File: src/rtl/mdio_pkg.sv
package mdio_pkg;
  localparam int PRE_LEN    = 32;
  localparam int PAY_W      = 32;
  localparam int FRAME_LEN  = PRE_LEN + PAY_W;
  localparam int IDX_W      = $clog2(FRAME_LEN);
  localparam int PAY_IDX_W  = $clog2(PAY_W);
  localparam int TA_IDX     = PRE_LEN + 14;
  localparam int DATA_IDX   = PRE_LEN + 16;

  localparam int CFG_BUSY    = 0;
  localparam int CFG_RDERR   = 1;
  localparam int CFG_C45     = 6;
  localparam int CFG_DIV_LSB = 8;
  localparam int CFG_NEG     = 23;
  localparam int CTL_PORT_LSB = 5;
  localparam int CTL_RD      = 15;

  typedef enum logic [1:0] {
    REG_CFG  = 2'd0,
    REG_CTL  = 2'd1,
    REG_DATA = 2'd2,
    REG_ADDR = 2'd3
  } regSel_t;

  typedef struct packed {
    logic             drive;
    logic [IDX_W-1:0] driveIdx;
    logic             sample;
    logic [IDX_W-1:0] sampleIdx;
    logic             done;
  } mdioStrobe_t;
endpackage

File: src/rtl/mdio_ctrl.sv
module mdio_ctrl
  import mdio_pkg::*;
#(
  parameter int DIV_W = 8
) (
  input  logic             clk,
  input  logic             rstN,
  input  logic             startReq,
  input  logic [DIV_W-1:0] halfDiv,
  input  logic             negEdge,
  output logic             busy,
  output logic             mdc,
  output mdioStrobe_t      strobe
);
  localparam int CNT_W = DIV_W + 1;

  typedef enum logic [1:0] {ST_IDLE, ST_RUN, ST_TAIL} ctrlState_t;

  ctrlState_t       state;
  logic [CNT_W-1:0] cnt;
  logic [IDX_W-1:0] bitIdx;
  logic [CNT_W-1:0] halfC;
  logic [CNT_W-1:0] lastC;
  logic             periodEnd;
  logic             lastBit;

  assign halfC     = (halfDiv == '0) ? CNT_W'(1) : CNT_W'(halfDiv);
  assign lastC     = (halfC << 1) - CNT_W'(1);
  assign periodEnd = (cnt == lastC);
  assign lastBit   = (bitIdx == IDX_W'(FRAME_LEN - 1));

  always_comb begin
    strobe = '0;
    if (state == ST_RUN) begin
      if (negEdge && cnt == halfC - CNT_W'(1)) begin
        strobe.drive    = 1'b1;
        strobe.driveIdx = bitIdx;
      end
      if (periodEnd) begin
        strobe.sample    = 1'b1;
        strobe.sampleIdx = bitIdx;
        if (lastBit) begin
          strobe.done = 1'b1;
        end else if (!negEdge) begin
          strobe.drive    = 1'b1;
          strobe.driveIdx = bitIdx + IDX_W'(1);
        end
      end
    end
  end

  always_ff @(posedge clk or negedge rstN) begin
    if (!rstN) begin
      state  <= ST_IDLE;
      cnt    <= '0;
      bitIdx <= '0;
      mdc    <= 1'b1;
      busy   <= 1'b0;
    end else begin
      unique case (state)
        ST_IDLE: begin
          if (startReq) begin
            state  <= ST_RUN;
            cnt    <= '0;
            bitIdx <= '0;
            busy   <= 1'b1;
          end
        end
        ST_RUN: begin
          if (periodEnd) begin
            cnt <= '0;
            mdc <= 1'b1;
            if (lastBit) state <= ST_TAIL;
            else bitIdx <= bitIdx + IDX_W'(1);
          end else begin
            cnt <= cnt + CNT_W'(1);
            if (cnt == halfC - CNT_W'(1)) mdc <= 1'b0;
          end
        end
        ST_TAIL: begin
          if (periodEnd) begin
            state <= ST_IDLE;
            cnt   <= '0;
            busy  <= 1'b0;
          end else begin
            cnt <= cnt + CNT_W'(1);
          end
        end
        default: state <= ST_IDLE;
      endcase
    end
  end
endmodule

File: src/rtl/mdio_dp.sv
module mdio_dp
  import mdio_pkg::*;
#(
  parameter int DIV_W  = 8,
  parameter int DATA_W = 16,
  parameter int FLD_W  = 5
) (
  input  logic             clk,
  input  logic             rstN,
  input  logic             regWrEn,
  input  logic [3:0]       regAddr,
  input  logic [31:0]      regWrData,
  output logic [31:0]      regRdData,
  input  logic             busy,
  input  mdioStrobe_t      strobe,
  input  logic             mdioIn,
  output logic             startReq,
  output logic [DIV_W-1:0] halfDiv,
  output logic             negEdge,
  output logic             readErr,
  output logic             mdioOut,
  output logic             mdioOe
);
  regSel_t           sel;
  logic              c45;
  logic [FLD_W-1:0]  portQ, devQ;
  logic [DATA_W-1:0] dataQ, addrQ, rxShift;
  logic [PAY_W-1:0]  payload, nextPay;
  logic              isRead;
  logic              wrOk, launchAddr, launchWr, launchRd;
  logic [1:0]        stF, opF;
  logic [FLD_W-1:0]  portF, devF;
  logic [PAY_IDX_W-1:0] payIdx;
  logic              unusedIn;

  assign unusedIn = ^{regWrData[31:24], regWrData[22:16], regAddr[1:0]};

  assign sel        = regSel_t'(regAddr[3:2]);
  assign wrOk       = regWrEn && !busy;
  assign launchAddr = wrOk && (sel == REG_ADDR) && c45;
  assign launchWr   = wrOk && (sel == REG_DATA);
  assign launchRd   = wrOk && (sel == REG_CTL) && regWrData[CTL_RD];
  assign startReq   = launchAddr || launchWr || launchRd;

  assign portF = launchRd ? regWrData[CTL_PORT_LSB +: FLD_W] : portQ;
  assign devF  = launchRd ? regWrData[FLD_W-1:0] : devQ;
  assign stF   = c45 ? 2'b00 : 2'b01;
  assign opF   = launchAddr ? 2'b00 : launchWr ? 2'b01 : (c45 ? 2'b11 : 2'b10);
  assign nextPay = {stF, opF, portF, devF, 2'b10,
                    launchRd ? {DATA_W{1'b0}} : regWrData[DATA_W-1:0]};
  assign payIdx  = PAY_IDX_W'(IDX_W'(FRAME_LEN - 1) - strobe.driveIdx);

  always_ff @(posedge clk or negedge rstN) begin
    if (!rstN) begin
      halfDiv <= '0;
      c45     <= 1'b0;
      negEdge <= 1'b0;
      portQ   <= '0;
      devQ    <= '0;
      dataQ   <= '0;
      addrQ   <= '0;
      payload <= '0;
      isRead  <= 1'b0;
      readErr <= 1'b0;
      rxShift <= '0;
      mdioOut <= 1'b0;
      mdioOe  <= 1'b0;
    end else begin
      if (wrOk) begin
        unique case (sel)
          REG_CFG: begin
            halfDiv <= regWrData[CFG_DIV_LSB +: DIV_W];
            c45     <= regWrData[CFG_C45];
            negEdge <= regWrData[CFG_NEG];
          end
          REG_CTL: begin
            portQ <= regWrData[CTL_PORT_LSB +: FLD_W];
            devQ  <= regWrData[FLD_W-1:0];
          end
          REG_DATA: dataQ <= regWrData[DATA_W-1:0];
          REG_ADDR: addrQ <= regWrData[DATA_W-1:0];
        endcase
      end
      if (startReq) begin
        payload <= nextPay;
        isRead  <= launchRd;
        readErr <= 1'b0;
        mdioOut <= 1'b1;
        mdioOe  <= 1'b1;
      end
      if (strobe.drive) begin
        if (strobe.driveIdx < IDX_W'(PRE_LEN)) begin
          mdioOut <= 1'b1;
          mdioOe  <= 1'b1;
        end else if (isRead && strobe.driveIdx >= IDX_W'(TA_IDX)) begin
          mdioOut <= 1'b0;
          mdioOe  <= 1'b0;
        end else begin
          mdioOut <= payload[payIdx];
          mdioOe  <= 1'b1;
        end
      end
      if (strobe.sample && isRead) begin
        if (strobe.sampleIdx == IDX_W'(TA_IDX + 1) && mdioIn) readErr <= 1'b1;
        if (strobe.sampleIdx >= IDX_W'(DATA_IDX)) rxShift <= {rxShift[DATA_W-2:0], mdioIn};
      end
      if (strobe.done) begin
        mdioOut <= 1'b0;
        mdioOe  <= 1'b0;
        if (isRead) dataQ <= readErr ? {DATA_W{1'b1}} : {rxShift[DATA_W-2:0], mdioIn};
      end
    end
  end

  always_comb begin
    regRdData = '0;
    unique case (sel)
      REG_CFG: begin
        regRdData[CFG_BUSY]  = busy;
        regRdData[CFG_RDERR] = readErr;
        regRdData[CFG_C45]   = c45;
        regRdData[CFG_DIV_LSB +: DIV_W] = halfDiv;
        regRdData[CFG_NEG]   = negEdge;
      end
      REG_CTL: begin
        regRdData[FLD_W-1:0] = devQ;
        regRdData[CTL_PORT_LSB +: FLD_W] = portQ;
      end
      REG_DATA: regRdData[DATA_W-1:0] = dataQ;
      REG_ADDR: regRdData[DATA_W-1:0] = addrQ;
    endcase
  end
endmodule

File: src/rtl/mdio_master.sv
module mdio_master
  import mdio_pkg::*;
#(
  parameter int DIV_W = 8
) (
  input  logic        clk,
  input  logic        rstN,
  input  logic        regWrEn,
  input  logic [3:0]  regAddr,
  input  logic [31:0] regWrData,
  output logic [31:0] regRdData,
  input  logic        mdioIn,
  output logic        mdc,
  output logic        mdioOut,
  output logic        mdioOe
);
  logic             busy;
  logic             startReq;
  logic [DIV_W-1:0] halfDiv;
  logic             negEdge;
  logic             readErr;
  mdioStrobe_t      strobe;

  mdio_dp #(.DIV_W(DIV_W)) u_dp (
    .clk(clk), .rstN(rstN), .regWrEn(regWrEn), .regAddr(regAddr),
    .regWrData(regWrData), .regRdData(regRdData), .busy(busy),
    .strobe(strobe), .mdioIn(mdioIn), .startReq(startReq),
    .halfDiv(halfDiv), .negEdge(negEdge), .readErr(readErr),
    .mdioOut(mdioOut), .mdioOe(mdioOe)
  );

  mdio_ctrl #(.DIV_W(DIV_W)) u_ctrl (
    .clk(clk), .rstN(rstN), .startReq(startReq), .halfDiv(halfDiv),
    .negEdge(negEdge), .busy(busy), .mdc(mdc), .strobe(strobe)
  );
endmodule

File: config.mk
export PLATFORM = sky130hd
export DESIGN_NAME = mdio_master
export DESIGN_NICKNAME = d
export VERILOG_FILES = /design/src/rtl/mdio_pkg.sv /design/src/rtl/mdio_ctrl.sv /design/src/rtl/mdio_dp.sv /design/src/rtl/mdio_master.sv
export SDC_FILE = /design/constraint.sdc
export NUM_CORES = 1
export LEC_CHECK = 0
export ABC_AREA = 1
export ABC_CLOCK_PERIOD_IN_PS = 4100
export CAP_MARGIN = 20
export CORE_MARGIN = 2
export CORE_UTILIZATION = 40
export CTS_CLUSTER_DIAMETER = 100
export CTS_CLUSTER_SIZE = 14
export DETAILED_ROUTE_END_ITERATION = 12
export DONT_BUFFER_PORTS = 1
export GPL_TIMING_DRIVEN = 0
export SYNTH_ARGS = -nofsm -noshare
export SYNTH_HDL_FRONTEND = slang
export SYNTH_SLANG_ARGS = --single-unit
File: constraint.sdc
create_clock -name clk -period 4.1 [get_ports clk]
set_clock_uncertainty 0.2 [all_clocks]
set_input_delay 0.41 -clock clk [delete_from_list [all_inputs] [get_ports clk]]
set_output_delay 0.41 -clock clk [all_outputs]
set_load 0.03 [all_outputs]
==> results.yml, run 1 <==
hold_path:
  hp-start: "regWrData[5]"
  min_to: "u_dp.portQ[0]"
  hold-path-cell-count: 2
  min_path_type: "in2reg"
logic_synthesis:
  synth_compound_area_share_pct: 14.1
  synthSimpleGateAreaFrac_pct: 27.6
  synth_area_leaders: "dfrtp_1, nand2_1, nand3_1"
  netlist.area_leader.share_pct: 45.2
  syn_inst: 877
  yosys-top-cells-count: "nand2_1, dfrtp_1, inv_1"
  synth_seq_area_share_pct: 45.6
  synth-edff-count: 0
  ys_ff_latch: 120
  synth_flop_cell: "dfrtp_1"
  yosys_warnings: 0
  synth_top_family_by_area: "simple AND/OR/NAND/NOR gates"
  synthMuxAreaShare_pct: 0
  yosysTopAreaCell: "dfrtp_1"
  synth_fa_ha_area_share_pct: 1.14
  synth.most_common_cell: "nand2_1"
  async_reset_ff_share_pct: 100
  synthXorXnorAreaFrac_pct: 1.73
  syn_avg_cell_area_sq_um: 7.51
  synthDistinctLibCells: 40
  syn_area_sq_mm: 0.00658
power:
  vdd.ir_drop.worst_v: 0.000262
  seq_power_share_pct: 43.1
  power_per_cell_area_mw_per_mm2: 361
  p_sw_mw: 0.625
  p_total_mw: 2.75
  leakagePower_nw: 3.67
  p_sw_share_pct: 22.7
  combPwrFrac_pct: 3.5
  internal_power_mw: 2.13
  clockPowerShare_pct: 53.5
critical_path:
  cp_common_cell: "nand3_1"
  crit_arrival_ns: 3.78
  r2r_cells: 28
  r2r-start: "u_dp.halfDiv[5]"
  cp_top_family: "simple AND/OR/NAND/NOR gates"
  cp_num_cells: 28
  r2r_end: "u_dp.mdioOut"
  reg2reg_slack_ns: 0.43
  cpMaxStageDelayCell: "dfrtp_1"
  cp-start-kind: "register"
  cp.required_ns: 4.21
  crit_buf_inv: 4
  crit_path_max_incr_delay_ns: 0.42
  crit_fanout: 10
  endpoint_kind: "register"
  critPathKind: "reg2reg"
grt:
  grt_pass1_vias: 5745
  grt_max_degree: 121
  antenna_found_initial: 1
  grt_usage_pct: 21.5
  grt_pass1_wl_mm: 29.9
  overflow: 0
timing:
  min_period_over_period_pct: 89.5
  finalSetupTns_ns: 0
  rsz0062_at_grt: "false"
  slew_headroom_pct: 48.4
  fmax_ghz: 0.272
  slew_viol_final: 0
  hold_violations: 0
  tightest_slew_ns: 0.774
  finalCriticalPeriod_ns: 3.67
  setup_viol: 0
  hold_slack_ns: 0.0406
cells_and_area:
  area_growth_syn_to_layout_pct: 15.8
  utilization_pct: 47.7
  drive_gt1_share_pct: 7.94
  diodes: 0
  nets: 967
detailed_routing:
  firstDrtPassIters: 5
  viasPerCell: 5.10
  ant_nets: 0
  drc: 0
  drt_iter0_drc: 399
  wl_per_cell_um: 15.7
  finalWirelength_mm: 18.0
  vias: 5854
die:
  core_area_sq_mm: 0.0160
  core.rowCount: 46
  io_pins: 75
  die_h_um: 132
  die_area_sq_mm: 0.0175
  start_util_pct: 41.1
  die_w_um: 132
clocking:
  cts_buffers: 17
  cts_num_sinks: 120
  htree_levels: 4
  root_buffer: "clkbuf_16"
  insertion_delay_ns: 0.43
  path_clk_slew_ns: 0.06
  cts.path.max_buffers: 2
  cts_tree: "done"
run_status:
  status: "finished, final reports clean"
run:
  cap_violations: 0
place:
  io_buffers: 0
  hpwlAfterDp_mm: 13.4
  routabilityCongestion: 0.895
-- flip-flops by register name, summed over array words and instances (netlist names) --
register and count:
u_ctrl.bitIdx 6, u_ctrl.busy 1, u_ctrl.cnt 9, u_ctrl.mdc 1, u_ctrl.state 2, u_dp.addrQ 16, u_dp.c45 1, u_dp.dataQ 16
u_dp.devQ 5, u_dp.halfDiv 8, u_dp.isRead 1, u_dp.mdioOe 1, u_dp.mdioOut 1, u_dp.negEdge 1, u_dp.payload 30, u_dp.portQ 5
u_dp.readErr 1, u_dp.rxShift 15
-- logic make-up after synthesis --
| group | Yosys count |
|---|---|
| adders and majority gates | 6 |
| AOI/OAI and AO/OA | 160 |
| DFF | 120 |
| buffers and inverters | 151 |
| other | 1 |
| xor gates and xnor gates | 13 |
| and+or+nand+nor | 426 |
-- routing by layer --
layer  vias up  GRT usage, %  part of all wire (%)
li1       2939             -                     -
met1      2729          27.8                    45
met2       147          35.2                    47
met3        35          4.92                   5.6
met4         4          8.30                   1.9
met5         -             0                  0.17
-- layout make-up --
cell class	instances	area (sq um)
Inverter	104	390
Fill cell	1642	8370
Clock buffer	20	457
Sequential cell	120	3010
Timing Repair Buffer	11	128
Tap cell	216	270
Clock inverter	10	124
Multi-Input combinational cell	620	3000
Buffer	47	250
-- worst register-to-register path, delay by kind of cell (launching register included) --
family,cells,cell delay (ns)
AND/OR/NAND/NOR,23,2.26
flip-flops,1,0.42
buffers and inverters,4,0.41
adder cells (fa/ha/maj),1,0.26
-- cells in the final DEF, fill, tap and decap left out, types with 3 or more instances in the layout --
cell | Yosys | layout
clkbuf_16 | 0 | 17
a211oi_1 | 16 | 16
nor2_1 | 69 | 69
xor2_1 | 12 | 12
o22ai_1 | 10 | 10
nor2_2 | 3 | 3
a21oi_1 | 12 | 12
dfrtp_1 | 119 | 117
clkinv_4 | 0 | 3
dlygate4sd3_1 | 0 | 10
a31oi_1 | 21 | 21
buf_4 | 16 | 16
o211ai_1 | 10 | 10
inv_1 | 100 | 100
nand2_1 | 240 | 240
nand2_4 | 3 | 3
clkbuf_1 | 25 | 26
nand2_2 | 4 | 4
o21ai_0 | 82 | 82
buf_2 | 4 | 4
conb_1 | 1 | 15
nand4_1 | 14 | 14
ha_1 | 6 | 6
nand3_1 | 83 | 83
clkinvlp_4 | 0 | 5
nor3_1 | 4 | 3
-- worst max-delay path by stage --
| stage | from | endpoint | slack (ns) |
|---|---|---|---|
| 2_1_floorplan | u_dp.halfDiv[5] | u_dp.mdioOut | 1.04 |
| 3_3_place_gp | u_dp.halfDiv[2] | u_dp.dataQ[12] | 0.46 |
| 4_1_cts | u_dp.halfDiv[2] | u_dp.mdioOut | 0.41 |
| 6_report | u_dp.halfDiv[5] | u_dp.mdioOut | 0.43 |
| 5_1_grt | u_dp.halfDiv[5] | u_dp.mdioOut | 0.01 |
| 3_5_place_dp | u_dp.halfDiv[2] | u_dp.mdioOut | 0.46 |
-- power groups by stage --
stage               registers (mW)  clock network [mW]  logic [mW]
floorplan                     1.21                   0      0.0488
global placement              1.21                   0      0.0621
detailed placement            1.21                   0      0.0618
CTS                           1.19                1.49      0.0976
global route                  1.18                1.54       0.106
finish                        1.19                1.47      0.0952
-- repair_timing --
action                     CTS  global route
hold endpoints to repair   130             0
setup buffers                0             0
hold buffers                11             0
gates resized for setup      0             4
setup endpoints to repair    0             1
-- stage by stage --
| step | instances | instance area (sq um) | setup slack, ns |
|---|---|---|---|
| 2_1_floorplan | 891 | 6640 | 1.04 |
| 3_5_place_dp | 1107 | 6910 | 0.458 |
| 6_report | 1148 | 7630 | 0.430 |
| 3_3_place_gp | 1107 | 6910 | 0.460 |
| 4_1_cts | 1148 | 7610 | 0.415 |
| 5_1_grt | 1148 | 7630 | 0.0135 |
Power figures use the tool's default switching activity.
==> run 2: changes to the inputs <==
Settings changed: SLEW_MARGIN set to 5.
==> results of run 2 <==
Same layout as run 1: the final DEF is identical, and so are final timing and power.
==> run 3: changes to the inputs <==
Settings changed: CTS_BUF_LIST set to sky130_fd_sc_hd__clkbuf_8 sky130_fd_sc_hd__clkbuf_16.
==> run 3 against run 2 <==
  * Utilization unchanged
  * Worst hold slack about the same
  * First-iteration DRC count unchanged
  * Register-to-register slack about the same
  * Clock power about the same
  * Cell area unchanged
  * Setup slack about the same
  * Critical path depth unchanged
  * Final cell count unchanged
  * Non-clock buffer count unchanged
  * Flip-flop and latch count unchanged
  * Global-route usage unchanged
  * Highest routed layer unchanged
==> results.yml, run 3 (synthesis results as in run 1) <==
grt:
  grt_pass1_vias: 5745
  grt_usage_pct: 21.5
  grt_pass1_wl_mm: 29.9
  overflow: 0
  antenna_found_initial: 1
  grt_max_degree: 121
power:
  seq_power_share_pct: 43.1
  combPwrFrac_pct: 3.5
  p_sw_mw: 0.625
  vdd.ir_drop.worst_v: 0.000262
  leakagePower_nw: 3.67
  p_sw_share_pct: 22.7
  clockPowerShare_pct: 53.4
  power_per_cell_area_mw_per_mm2: 361
  p_total_mw: 2.75
  internal_power_mw: 2.13
critical_path:
  cp-start-kind: "register"
  reg2reg_slack_ns: 0.43
  cp-endpoint: "u_dp.mdioOut"
  cp_common_cell: "nand3_1"
  r2r-start: "u_dp.halfDiv[5]"
  r2r_end: "u_dp.mdioOut"
  endpoint_kind: "register"
  crit_path_max_incr_delay_ns: 0.42
  crit_arrival_ns: 3.78
  crit_fanout: 10
  cp.required_ns: 4.21
  cpMaxStageDelayCell: "dfrtp_1"
  critPathKind: "reg2reg"
  r2r_cells: 28
  cp-startpoint: "u_dp.halfDiv[5]"
clocking:
  cts_tree: "done"
  htree_levels: 4
  cts.path.max_buffers: 2
  postCtsSetupRepairBufs: 0
  insertion_delay_ns: 0.43
  path_clk_slew_ns: 0.06
  cts_num_sinks: 120
  cts_buffers: 17
  root_buffer: "clkbuf_16"
cells_and_area:
  drive_gt1_share_pct: 7.94
  area_growth_syn_to_layout_pct: 15.8
  nFillCells: 1642
  nets: 967
  top_regs: "u_dp.payload (30), u_dp.addrQ (16), u_dp.dataQ (16)"
  final_cell_area_sq_mm: 0.00763
  diodes: 0
  final_common_cell: "nand2_1"
  final_cell_mix: "nand2_1, dfrtp_1, inv_1"
  largest_register: "u_dp.payload"
  largest_reg_flops: 30
die:
  die_w_um: 132
  io_pins: 75
  die_h_um: 132
  core_area_sq_mm: 0.0160
  core.rowCount: 46
  start_util_pct: 41.1
  die_area_sq_mm: 0.0175
timing:
  finalSetupTns_ns: 0
  fmax_ghz: 0.272
  hold_violations: 0
  tightest_slew_ns: 0.774
  finalCriticalPeriod_ns: 3.67
  slew_headroom_pct: 48.4
  min_period_over_period_pct: 89.5
  setup_viol: 0
  rsz0062_at_grt: "false"
  slew_viol_final: 0
run:
  cap_violations: 0
detailed_routing:
  drt_iter0_drc: 399
  viasPerCell: 5.10
  drc: 0
  firstDrtPassIters: 5
  ant_nets: 0
  wl_per_cell_um: 15.7
  vias: 5852
  finalWirelength_mm: 18.0
place:
  postPlaceCellArea_sq_mm: 0.00691
  io_buffers: 0
  routabilityCongestion: 0.895
  hpwlAfterDp_mm: 13.4
hold_path:
  min_path_type: "in2reg"
run_status:
  status: "finished, final reports clean"
==> run 3: changes by cell type in the layout (fill, tap and decap cells not counted), sizes merged <==
cell    previous run  this run
clkbuf            46        45
inv              102       103
==> run 3: worst min-delay path by stage <==
stage                      start                to  cells after the start
floorplan                   rstN  u_ctrl.bitIdx[0]                      0
global placement            rstN    u_dp.dataQ[12]                      0
detailed placement          rstN    u_dp.addrQ[12]                      0
CTS                 regWrData[5]     u_dp.addrQ[5]                      2
global route        regWrData[5]     u_dp.portQ[0]                      2
finish              regWrData[5]     u_dp.portQ[0]                      2
==> run 3: final cells by class <==
class / count / area [sq um] / share of cell area, %
plain buffers: 47 / 250 / 3.28
clock buffers: 19 / 453 / 5.94
clock inverters: 11 / 128 / 1.67
inverters: 104 / 390 / 5.12
multi-input cells: 620 / 3000 / 39.3
flip-flops and latches: 120 / 3010 / 39.4
well taps: 216 / 270 / 3.54
repair buffers: 11 / 128 / 1.67
==> run 3: stage by stage <==
stage	worst slack (ns)	util, %	hold WS [ns]	cells
2_1_floorplan	1.04	-	-0.0856	891
3_3_place_gp	0.460	43.2	-0.0824	1107
3_5_place_dp	0.458	43.2	-0.0830	1107
4_1_cts	0.415	47.6	0.0261	1148
5_1_grt	0.0135	47.7	0.0425	1148
6_report	0.430	47.7	0.0405	1148
==> run 3: worst max-delay path: cells and delay by family, from the launching register on <==
family / cells / cell delay (ns)
simple gates: 23 / 2.26
flops: 1 / 0.42
buf+inv: 4 / 0.41
fa+ha+maj: 1 / 0.26
==> run 3: power groups by stage <==
stage | combinational, mW | clock (mW) | sequential, mW
after floorplan | 0.0488 | 0 | 1.21
after global placement | 0.0621 | 0 | 1.21
after detailed placement | 0.0618 | 0 | 1.21
after CTS | 0.0976 | 1.49 | 1.19
after global routing | 0.106 | 1.54 | 1.18
final | 0.0953 | 1.47 | 1.19
==> run 3: routing by layer <==
| layer | share of wire [%] | up-vias | track usage [%] |
|---|---|---|---|
| met2 | 47 | 143 | 35.2 |
| met4 | 1.9 | 4 | 8.30 |
| met1 | 45 | 2731 | 27.8 |
| met3 | 5.5 | 35 | 4.92 |
| li1 | - | 2939 | - |
| met5 | 0.17 | - | 0 |
==> run 3: repair_timing <==
| action | 4_1_cts | 5_1_grt |
|---|---|---|
| hold buffers | 11 | 0 |
| hold endpoints to repair | 130 | 0 |
| setup endpoints to repair | 0 | 1 |
| resized for setup | 0 | 4 |
